===== config.mk =====
export PLATFORM = sky130hd
export DESIGN_NAME = mcdp_datapath
export DESIGN_NICKNAME = d
export VERILOG_FILES = /design/src/rtl/mcdp_pkg.sv /design/src/rtl/mcdp_regfile.sv /design/src/rtl/mcdp_alu.sv /design/src/rtl/mcdp_pc.sv /design/src/rtl/mcdp_datapath.sv
export SDC_FILE = /design/constraint.sdc
export NUM_CORES = 2
export LEC_CHECK = 0
export CORE_ASPECT_RATIO = 0.5
export CORE_MARGIN = 8
export CORE_UTILIZATION = 32
export DETAILED_ROUTE_END_ITERATION = 12
export SLEW_MARGIN = 25
export SYNTH_ARGS = -nofsm -noshare
export SYNTH_HDL_FRONTEND = slang
export SYNTH_SLANG_ARGS = --single-unit

===== constraint.sdc =====
create_clock -name clk -period 12.18 [get_ports clk]
set_input_delay 3.654 -clock clk [delete_from_list [all_inputs] [get_ports clk]]
set_output_delay 3.654 -clock clk [all_outputs]
set_load 0.02 [all_outputs]

===== src/rtl/mcdp_pkg.sv =====
package mcdp_pkg;

  typedef enum logic [1:0] {
    OPB_REG    = 2'b00,
    OPB_FOUR   = 2'b01,
    OPB_IMM    = 2'b10,
    OPB_IMM_SH = 2'b11
  } opb_sel_e;

  typedef enum logic [1:0] {
    AOP_ADD   = 2'b00,
    AOP_SUB   = 2'b01,
    AOP_FN_LO = 2'b10,
    AOP_FN_HI = 2'b11
  } aop_e;

  typedef enum logic [1:0] {
    NPC_ALU    = 2'b00,
    NPC_ALUOUT = 2'b01,
    NPC_JUMP   = 2'b10,
    NPC_HOLD   = 2'b11
  } npc_sel_e;

  typedef enum logic [2:0] {
    FN_ADD = 3'd0,
    FN_SUB = 3'd1,
    FN_AND = 3'd2,
    FN_OR  = 3'd3,
    FN_SLT = 3'd4
  } alu_fn_e;

  localparam logic [5:0] FC_ADD  = 6'h20;
  localparam logic [5:0] FC_ADDU = 6'h21;
  localparam logic [5:0] FC_SUB  = 6'h22;
  localparam logic [5:0] FC_SUBU = 6'h23;
  localparam logic [5:0] FC_AND  = 6'h24;
  localparam logic [5:0] FC_OR   = 6'h25;
  localparam logic [5:0] FC_SLT  = 6'h2A;

  localparam int unsigned IMM_W  = 16;
  localparam int unsigned JFLD_W = 26;

endpackage


===== src/rtl/mcdp_regfile.sv =====
module mcdp_regfile #(
  parameter int unsigned XLEN = 32,
  parameter int unsigned NREG = 32,
  localparam int unsigned AW  = $clog2(NREG)
) (
  input  logic            clk,
  input  logic            rst_n,
  input  logic [AW-1:0]   ra1,
  input  logic [AW-1:0]   ra2,
  input  logic            we,
  input  logic [AW-1:0]   wa,
  input  logic [XLEN-1:0] wd,
  output logic [XLEN-1:0] rd1,
  output logic [XLEN-1:0] rd2
);

  logic [XLEN-1:0] regs_q [NREG];
  logic [XLEN-1:0] regs_d [NREG];

  // next state: entry 0 never takes a write
  always_comb begin
    for (int i = 0; i < NREG; i++) begin
      regs_d[i] = regs_q[i];
    end
    if (we && (wa != '0)) begin
      regs_d[wa] = wd;
    end
  end

  always_ff @(posedge clk or negedge rst_n) begin
    if (!rst_n) begin
      for (int i = 0; i < NREG; i++) begin
        regs_q[i] <= '0;
      end
    end else begin
      for (int i = 0; i < NREG; i++) begin
        regs_q[i] <= regs_d[i];
      end
    end
  end

  assign rd1 = regs_q[ra1];
  assign rd2 = regs_q[ra2];

  AST_R0_READS_ZERO: assert property (@(posedge clk) disable iff (!rst_n)
    (ra1 == '0) |-> (rd1 == '0));

  AST_R0_WRITE_DROPPED: assert property (@(posedge clk) disable iff (!rst_n)
    (we && (wa == '0) && (ra2 == '0)) |=> (rd2 == '0) || ($past(ra2) != ra2));

endmodule


===== src/rtl/mcdp_alu.sv =====
module mcdp_alu
  import mcdp_pkg::*;
#(
  parameter int unsigned XLEN = 32
) (
  input  logic [XLEN-1:0] opa,
  input  logic [XLEN-1:0] opb,
  input  logic [1:0]      alu_op,
  input  logic [5:0]      funct,
  output logic [XLEN-1:0] result,
  output logic            zero
);

  alu_fn_e fn;
  logic    lt_signed;

  // operation decode: class first, funct only when the class asks for it
  always_comb begin
    fn = FN_ADD;
    case (aop_e'(alu_op))
      AOP_ADD: fn = FN_ADD;
      AOP_SUB: fn = FN_SUB;
      default: begin
        case (funct)
          FC_ADD, FC_ADDU: fn = FN_ADD;
          FC_SUB, FC_SUBU: fn = FN_SUB;
          FC_AND:          fn = FN_AND;
          FC_OR:           fn = FN_OR;
          FC_SLT:          fn = FN_SLT;
          default:         fn = FN_ADD;
        endcase
      end
    endcase
  end

  assign lt_signed = ($signed(opa) < $signed(opb));

  always_comb begin
    case (fn)
      FN_ADD:  result = opa + opb;
      FN_SUB:  result = opa - opb;
      FN_AND:  result = opa & opb;
      FN_OR:   result = opa | opb;
      FN_SLT:  result = {{(XLEN-1){1'b0}}, lt_signed};
      default: result = opa + opb;
    endcase
  end

  assign zero = (result == '0);

endmodule


===== src/rtl/mcdp_pc.sv =====
module mcdp_pc
  import mcdp_pkg::*;
#(
  parameter int unsigned XLEN = 32
) (
  input  logic              clk,
  input  logic              rst_n,
  input  logic              pc_write,
  input  logic              pc_write_cond,
  input  logic              zero,
  input  logic [1:0]        pc_source,
  input  logic [XLEN-1:0]   alu_result,
  input  logic [XLEN-1:0]   alu_out,
  input  logic [JFLD_W-1:0] jfield,
  output logic [XLEN-1:0]   pc_q
);

  localparam int unsigned HI_W = XLEN - JFLD_W - 2;

  logic            pc_en;
  logic [XLEN-1:0] pc_sel;
  logic [XLEN-1:0] pc_d;
  logic [XLEN-1:0] jump_tgt;

  assign jump_tgt = {pc_q[XLEN-1 -: HI_W], jfield, 2'b00};
  assign pc_en    = pc_write | (pc_write_cond & zero);

  always_comb begin
    case (npc_sel_e'(pc_source))
      NPC_ALU:    pc_sel = alu_result;
      NPC_ALUOUT: pc_sel = alu_out;
      NPC_JUMP:   pc_sel = jump_tgt;
      default:    pc_sel = pc_q;
    endcase
  end

  always_comb begin
    pc_d = pc_q;
    if (pc_en) begin
      pc_d = pc_sel;
    end
  end

  always_ff @(posedge clk or negedge rst_n) begin
    if (!rst_n) begin
      pc_q <= '0;
    end else begin
      pc_q <= pc_d;
    end
  end

  AST_PC_HOLD: assert property (@(posedge clk) disable iff (!rst_n)
    !(pc_write || (pc_write_cond && zero)) |=> $stable(pc_q));

  AST_PC_JUMP_LOW: assert property (@(posedge clk) disable iff (!rst_n)
    (pc_write && (pc_source == 2'b10)) |=> (pc_q[JFLD_W+1:0] == {$past(jfield), 2'b00}));

  AST_PC_BRANCH: assert property (@(posedge clk) disable iff (!rst_n)
    (!pc_write && pc_write_cond && zero && (pc_source == 2'b01)) |=> (pc_q == $past(alu_out)));

endmodule


===== src/rtl/mcdp_datapath.sv =====
module mcdp_datapath
  import mcdp_pkg::*;
#(
  parameter int unsigned XLEN = 32,
  parameter int unsigned NREG = 32
) (
  input  logic            clk,
  input  logic            rst_n,
  input  logic            pc_write,
  input  logic            pc_write_cond,
  input  logic            iord,
  input  logic            mem_read,
  input  logic            mem_write,
  input  logic            ir_write,
  input  logic            mem_to_reg,
  input  logic            reg_dst,
  input  logic            reg_write,
  input  logic            alu_src_a,
  input  logic [1:0]      alu_src_b,
  input  logic [1:0]      alu_op,
  input  logic [1:0]      pc_source,
  input  logic [XLEN-1:0] mem_rdata,
  output logic [XLEN-1:0] mem_addr,
  output logic [XLEN-1:0] mem_wdata,
  output logic            mem_rd,
  output logic            mem_wr,
  output logic [5:0]      opcode,
  output logic            zero
);

  localparam int unsigned AW     = $clog2(NREG);
  localparam int unsigned RS_LSB = 21;
  localparam int unsigned RT_LSB = 16;
  localparam int unsigned RD_LSB = 11;

  logic [XLEN-1:0] ir_q, ir_d;
  logic [XLEN-1:0] mdr_q, a_q, b_q, aluout_q;
  logic [XLEN-1:0] pc_q;
  logic [XLEN-1:0] rf_rd1, rf_rd2;
  logic [XLEN-1:0] alu_a, alu_b, alu_res;
  logic [XLEN-1:0] imm_sx, imm_sx_sh;
  logic [AW-1:0]   rs_idx, rt_idx, rd_idx, wr_idx;
  logic [XLEN-1:0] wr_data;

  // instruction fields
  assign rs_idx    = ir_q[RS_LSB +: AW];
  assign rt_idx    = ir_q[RT_LSB +: AW];
  assign rd_idx    = ir_q[RD_LSB +: AW];
  assign opcode    = ir_q[31:26];
  assign imm_sx    = {{(XLEN-IMM_W){ir_q[IMM_W-1]}}, ir_q[IMM_W-1:0]};
  assign imm_sx_sh = {imm_sx[XLEN-3:0], 2'b00};

  // holding registers: IR gated, the rest load every edge
  always_comb begin
    ir_d = ir_q;
    if (ir_write) begin
      ir_d = mem_rdata;
    end
  end

  always_ff @(posedge clk or negedge rst_n) begin
    if (!rst_n) begin
      ir_q     <= '0;
      mdr_q    <= '0;
      a_q      <= '0;
      b_q      <= '0;
      aluout_q <= '0;
    end else begin
      ir_q     <= ir_d;
      mdr_q    <= mem_rdata;
      a_q      <= rf_rd1;
      b_q      <= rf_rd2;
      aluout_q <= alu_res;
    end
  end

  // memory side
  assign mem_addr  = iord ? aluout_q : pc_q;
  assign mem_wdata = b_q;
  assign mem_rd    = mem_read;
  assign mem_wr    = mem_write;

  // register write path
  assign wr_idx  = reg_dst ? rd_idx : rt_idx;
  assign wr_data = mem_to_reg ? mdr_q : aluout_q;

  mcdp_regfile #(
    .XLEN (XLEN),
    .NREG (NREG)
  ) u_rf (
    .clk   (clk),
    .rst_n (rst_n),
    .ra1   (rs_idx),
    .ra2   (rt_idx),
    .we    (reg_write),
    .wa    (wr_idx),
    .wd    (wr_data),
    .rd1   (rf_rd1),
    .rd2   (rf_rd2)
  );

  // ALU operand selection
  assign alu_a = alu_src_a ? a_q : pc_q;

  always_comb begin
    case (opb_sel_e'(alu_src_b))
      OPB_REG:  alu_b = b_q;
      OPB_FOUR: alu_b = XLEN'(4);
      OPB_IMM:  alu_b = imm_sx;
      default:  alu_b = imm_sx_sh;
    endcase
  end

  mcdp_alu #(
    .XLEN (XLEN)
  ) u_alu (
    .opa    (alu_a),
    .opb    (alu_b),
    .alu_op (alu_op),
    .funct  (ir_q[5:0]),
    .result (alu_res),
    .zero   (zero)
  );

  mcdp_pc #(
    .XLEN (XLEN)
  ) u_pc (
    .clk           (clk),
    .rst_n         (rst_n),
    .pc_write      (pc_write),
    .pc_write_cond (pc_write_cond),
    .zero          (zero),
    .pc_source     (pc_source),
    .alu_result    (alu_res),
    .alu_out       (aluout_q),
    .jfield        (ir_q[JFLD_W-1:0]),
    .pc_q          (pc_q)
  );

  AST_IR_HOLD: assert property (@(posedge clk) disable iff (!rst_n)
    !ir_write |=> $stable(ir_q));

  AST_IR_LOAD: assert property (@(posedge clk) disable iff (!rst_n)
    ir_write |=> (ir_q == $past(mem_rdata)));

  AST_MDR_TRACK: assert property (@(posedge clk) disable iff (!rst_n)
    rst_n |=> (mdr_q == $past(mem_rdata)));

  AST_SUB_EQUAL_ZERO: assert property (@(posedge clk) disable iff (!rst_n)
    ((alu_op == 2'b01) && (alu_a == alu_b)) |-> zero);

endmodule


-- Word-level counts from Yosys, hierarchy flattened
Index checks and enable logic that the tools add are counted.
- output and inout bits: 73
- word-level logic and storage cells: 98
- input bits: 50
- flip-flop bits (word level): 1216
- $add $sub $neg: 2
- bitwise gates (word level): 8
- magnitude comparators: 5
- equality and inequality tests: 14
- reduce and logical (&&, ||, !) cells: 12
- multiplexer cells: 18
- operators by type and width (kind ; number):
    bitwise mux 1024 bit ; 1
    binary-select mux 32 bit (select 5 bit) ; 2
    two-way mux 32 bit ; 8
    case mux 32 bit (3 select lines) ; 2
    demux 32 bit (select 5 bit) ; 1
    case mux 32 bit (4 select lines) ; 1
    adder 32 bit ; 1
    bitwise AND 32 bit ; 1
    logical NOT 32 bit ; 1
    < comparator 32 bit ; 1
    OR 32 bit ; 1
    subtractor 32 bit ; 1
    == test 6 bit (second input constant) ; 5
    >= comparator 6 bit (second input constant) ; 3
    NOT 5 -> 6 bit ; 3
    case mux 3 bit (4 select lines) ; 1
    == test 2 x 1 -> 1 bit (second input constant) ; 3
    == test 3 x 2 -> 1 bit (second input constant) ; 2
    logical NOT 2 bit ; 3
    < comparator 6 x 1 -> 1 bit (second input constant) ; 1
    case mux 3 bit (2 select lines) ; 1
    two-way mux 5 bit ; 1
    nonzero test 5 bit ; 1
    == test 2 bit (second input constant) ; 2
    11 further kinds ; 12

-- Longest topological paths before layout
- word-level depth: 10
- depth in mapped cells: 21
- mapped depth without buffers: 18

-- Hierarchy
From an unflattened synthesis, not the netlist that was laid out.
- cell total of the unflattened synthesis: 5987
- area, all modules: 69385.3 µm²
- modules (own cells, without submodules) (module ; seq. area each (µm²) ; instances ; area each (µm²) ; cells an instance):
    mcdp_regfile ; 25624.6 ; 1 ; 55937.4 ; 4601
    mcdp_datapath ; 4003.8 ; 1 ; 6207.2 ; 393
    mcdp_alu ; 0.0 ; 1 ; 5353.9 ; 815
    mcdp_pc ; 800.8 ; 1 ; 1886.8 ; 178

-- Worst setup path before layout
No wires, ideal clock.
- path type: in2out
- start: input port alu_src_b[1]
- end: output port zero
- stages on the path: 17
- arrival: 8375 ps
- setup slack: 151 ps
- buffers on the path: 2
- path through: clkbuf_1 > clkbuf_1 > mux2i_1 > nor2_1 > ha_1 > fa_1 > o21ba_1 > or4_4 > a211oi_1 > o21ai_1 > a21oi_1 > o21bai_1 > or2_0 > a211o_1 > or4_1 > or4b_4 > nor3_1
- cells in the longest elaborated chain, start to end: 5
- elaborated cells on any way between the ends: 11
- those cells by class: add/sub (2); order compare (1); eq/ne (2); mux (2); bitwise (2); reduce/logical (2)
- ends and longest elaborated chain (element ; line ; RTL):
    from (decl) ; mcdp_datapath.sv:19 ; input logic [1:0] alu_src_b,
    == test 2 bit, or another cell as far along ; mcdp_datapath.sv:106 ; case (opb_sel_e'(alu_src_b))
    case mux 32 bit (3 select lines) (*) ; mcdp_datapath.sv:106 ;
    adder 32 bit, or another cell as far along ; mcdp_alu.sv:40, mcdp_alu.sv:45 ;
    case mux 32 bit (4 select lines) (*) ; mcdp_alu.sv:39 ; case (fn)
    net alu_res[0] ; mcdp_datapath.sv:40 ; logic [XLEN-1:0] alu_a, alu_b, alu_res;
    logical NOT 32 bit (*) ; mcdp_alu.sv:49 ; assign zero = (result == '0);
    to (decl) ; mcdp_datapath.sv:28 ; output logic zero
The timed path passes the listed nets; every way through them passes the cells marked *.

-- Worst setup path in the final report
- start: input port alu_src_a
- end: output port zero
- cells in the longest elaborated chain, start to end: 4
- elaborated cells on any way between the ends: 8
- those cells by class: add/sub (2); order compare (1); mux (2); bitwise (2); reduce/logical (1)
- ends and longest elaborated chain (element ; line ; RTL):
    from (decl) ; mcdp_datapath.sv:18 ; input logic alu_src_a,
    two-way mux 32 bit (*) ; mcdp_datapath.sv:103 ; assign alu_a = alu_src_a ? a_q : pc_q;
    adder 32 bit, or another cell as far along ; mcdp_alu.sv:40, mcdp_alu.sv:45 ;
    case mux 32 bit (4 select lines) (*) ; mcdp_alu.sv:39 ;
    net alu_res[16] ; mcdp_datapath.sv:40 ;
    logical NOT 32 bit (*) ; mcdp_alu.sv:49 ;
Marks and branches as above.

==> impl_metrics.yaml <==
pwr:
  clkPwrFrac_pct: 20.5
  power_frac_seq_pct: 38.7
  p_per_area_nw_per_um2: 258
  finalPower_mw: 19.3
  ir_drop_mv: 0.132
  leakage_nw: 30.5
  switching_share_pct: 36.4
  comb_power_share_pct: 40.7
  internal_power_mw: 12.3
  power.switching_mw: 7.03
setup_path:
  cp-start-kind: "primary input"
  arrival_ps: 8360
  cp.required_ps: 8530
  worstPathMaxFanout: 4
  crit_start: "alu_src_a"
  r2r_start: "mem_wdata[0]"
  end_kind: "primary output"
  path_class: "in2out"
place:
  portBuffers: 118
  gp_congestion: 0.939
  place_hpwl_mm: 137
  place_area_um2: 70400
  pre_cts_slack_ps: -574
status:
  status: "complete, no violations"
clock_tree:
  insertion_delay_ps: 760
  clock_sinks: 1216
  cts_tree: "done"
  clockBufferDepth: 3
  clkSlewWorstSetupHoldPaths_ps: 60
  cts_buffers: 118
  cts-root-buf: "clkbuf_16"
  htree_levels: 3
routing:
  drt-pass1-iter-count: 6
  dr_total_vias: 47500
  wirelength_mm: 214
  drc: 0
  wl_per_cell_um: 25.2
  drt_iter0_markers: 5316
  detail-route-antenna-nets: 0
  post_drt_via_cell_ratio: 5.59
die:
  die-area_um2: 218000
  dieHeight_um: 334
  num_rows: 116
  ios: 123
  coreArea_um2: 201000
  initial_core_util_pct: 32.3
  die_w_um: 652
final_layout:
  seq_area_um2: 30500
  final_core_util_pct: 37.3
  fillers: 19400
  multi_input_area_um2: 32200
  nets: 5834
  area_growth_pct: 15.5
  drive_above_1_share_pct: 26.0
  stdcell_area_um2: 74800
sta:
  fin_ws_ps: 168
  min_period_ps: 12010
  finClkSkew_ps: 41.6
  fmax_ghz: 0.0832
  setup_viol: 0
  finalHoldViolations: 0
  drv_slew: 0
  slew_headroom_pct: 22.7
  tns_ps: 0
  tightest_slew_ps: 1160
  finalCritPeriodShare_pct: 98.6
  rsz0062_at_grt: "false"
synth:
  synth_cell_type_count: 77
  netlist.area_leader.share_pct: 47.0
  synth-edff-count: 0
  synth_area_um2: 64700
  synth-seq-area-share_pct: 47.0
  synth-seq-cells: 1216
  synth.avg_cell_area_um2: 11.5
  yosys_most_used_dff: "dfrtp_1"
  yosys.area.top_type: "dfrtp_1"
  syn_nets: 5802
  synth_cells: 5650
  synth_area_leaders: "dfrtp_1 (47%), mux4_2 (22%), a21oi_1 (8.1%), nor2_1 (6.4%), mux2_2 (2.9%)"
  synthArstFlopShare_pct: 100
  ys_warn_count: 0
hold_path:
  hp-start: "u_rf.regs_q[1019]"
  hold_path_class: "reg2reg"
job:
  maxCapViolCount: 0
global_route:
  grt_pass1_wl_mm: 318
  grt_pass1_vias: 46900
  grt_max_degree: 149
  antenna_found_initial: 7
  grtUsageTotal_pct: 19.2
  overflow: 0
## metrics by stage
| stage | std cells | hold WS, ps |
|---|---|---|
| floorplan | 5650 | 441 |
| global placement | 8267 | 376 |
| detailed placement | 8270 | 383 |
| CTS | 8491 | 397 |
| global route | 8499 | 410 |
| finish | 8501 | 391 |
## worst max-delay path: stages
cell and delay [ps]:
buf_2 180, mux2_2 370, buf_4 140, ha_1 210, fa_1 480, a21oi_2 150, o22ai_1 140, o21a_1 210
or3_1 380, a31o_2 270, a221oi_1 310, o22ai_1 180, or4_1 520, or4b_4 520, nor3_4 210, buf_4 170
clkdlybuf4s15_2 260
## area by class of cell
class / count / area share (%)
inverter: 111 / 0.564
sequential: 1216 / 40.7
tap: 2714 / 4.54
timing repair buffer: 480 / 5.53
clock buffer: 166 / 4.60
antenna: 4 / 0.0134
clock inverter: 55 / 0.985
multi-input combinational: 3755 / 43.0
## synth_stat cells, types with 6 or more instances
cell      count
a211oi_1     17
a21o_1       24
a21oi_1    1044
a221o_1       7
a221oi_1     32
a22o_1       10
a31oi_1      13
and2_1        9
and3_1        6
buf_1        68
buf_4         8
clkbuf_1    486
dfrtp_1    1216
ha_1        100
inv_1       111
mux2_2      164
mux2_4       18
mux2i_1      56
mux4_2      640
nand2_1     124
nand2b_1      8
nand3_1      33
nand4_1      12
nor2_1     1111
nor2b_1       8
nor3_1       16
nor4_1       13
o211ai_1     14
o21a_1        9
o21ai_0     103
o21bai_1     12
o22ai_1      21
o31a_1       11
o31ai_1      16
or3_1         7
or4_1         9
xnor2_1      10
## logic make-up after synthesis
| kind of cell | share of synthesized area, % |
|---|---|
| XOR/XNOR | 0.149 |
| buffers and inverters | 4.04 |
| multiplexers | 26.4 |
| adder cells (fa/ha/maj) | 2.00 |
| AND/OR/NAND/NOR | 8.45 |
| AO/OA/AOI/OAI | 11.9 |
| flip-flops | 47.0 |
## placed cells by master, fill, tap and decap left out, drive strengths merged, types with 11 or more instances in the layout
master and n:
nand2 124, o21ai 105, o31ai 16, mux2i 56
ha 100, mux2 182, nor4 13, clkbuf 166
dfrtp 1216, a21oi 1044, a21o 24, bufinv 15
a31oi 14, o21bai 12, a221oi 32, o211ai 14
a211oi 17, buf 368, mux4 640, o22ai 21
nor3 16, inv 114, clkinv 34, nand3 33
o31a 11, nor2 1111, clkdlybuf4s50 110, nand4 12
## flip-flops by register name, summed over array words and instances (netlist names)
name and count:
aluout_q 32, u_pc.pc_q 32, a_q 32, mem_wdata 32, mdr_q 32, ir_q 32, u_rf.regs_q 1024
## timing repair
action | 4_1_cts | 5_1_grt
hold buffers | 0 | 0
resized for setup | 10 | 27
setup endpoints to repair | 1 | 1
setup buffers | 0 | 1
pin swaps | 1 | 4
## layer usage
layer / routed length, um / track usage (%) / vias up
met1: 88900 / 26.4 / 24400
met3: 18400 / 3.84 / 449
met5: 0 / 0 / -
li1: - / - / 20600
met2: 96800 / 29.8 / 2071
met4: 10200 / 8.19 / 0
## power groups by stage
stage	sequential, mW	combinational (mW)	clock (mW)
floorplan	6.83	5.31	0
global placement	7.39	7.61	0
detailed placement	7.47	7.73	0
CTS	7.42	7.77	4.01
global route	7.69	8.49	4.17
finish	7.48	7.86	3.96
## path summary, 6_finish.rpt
check,slack [ps],end,cells after the start
min in group asynchronous,2960,u_rf.regs_q[322],1
setup / recovery,170,zero,17
max in group asynchronous,7100,u_rf.regs_q[472],3
hold / removal,390,u_rf.regs_q[1019],0
hold reg to reg,390,u_rf.regs_q[1019],0
setup reg to reg,6150,u_pc.pc_q[27],18
(Power assumes the default switching activity.)
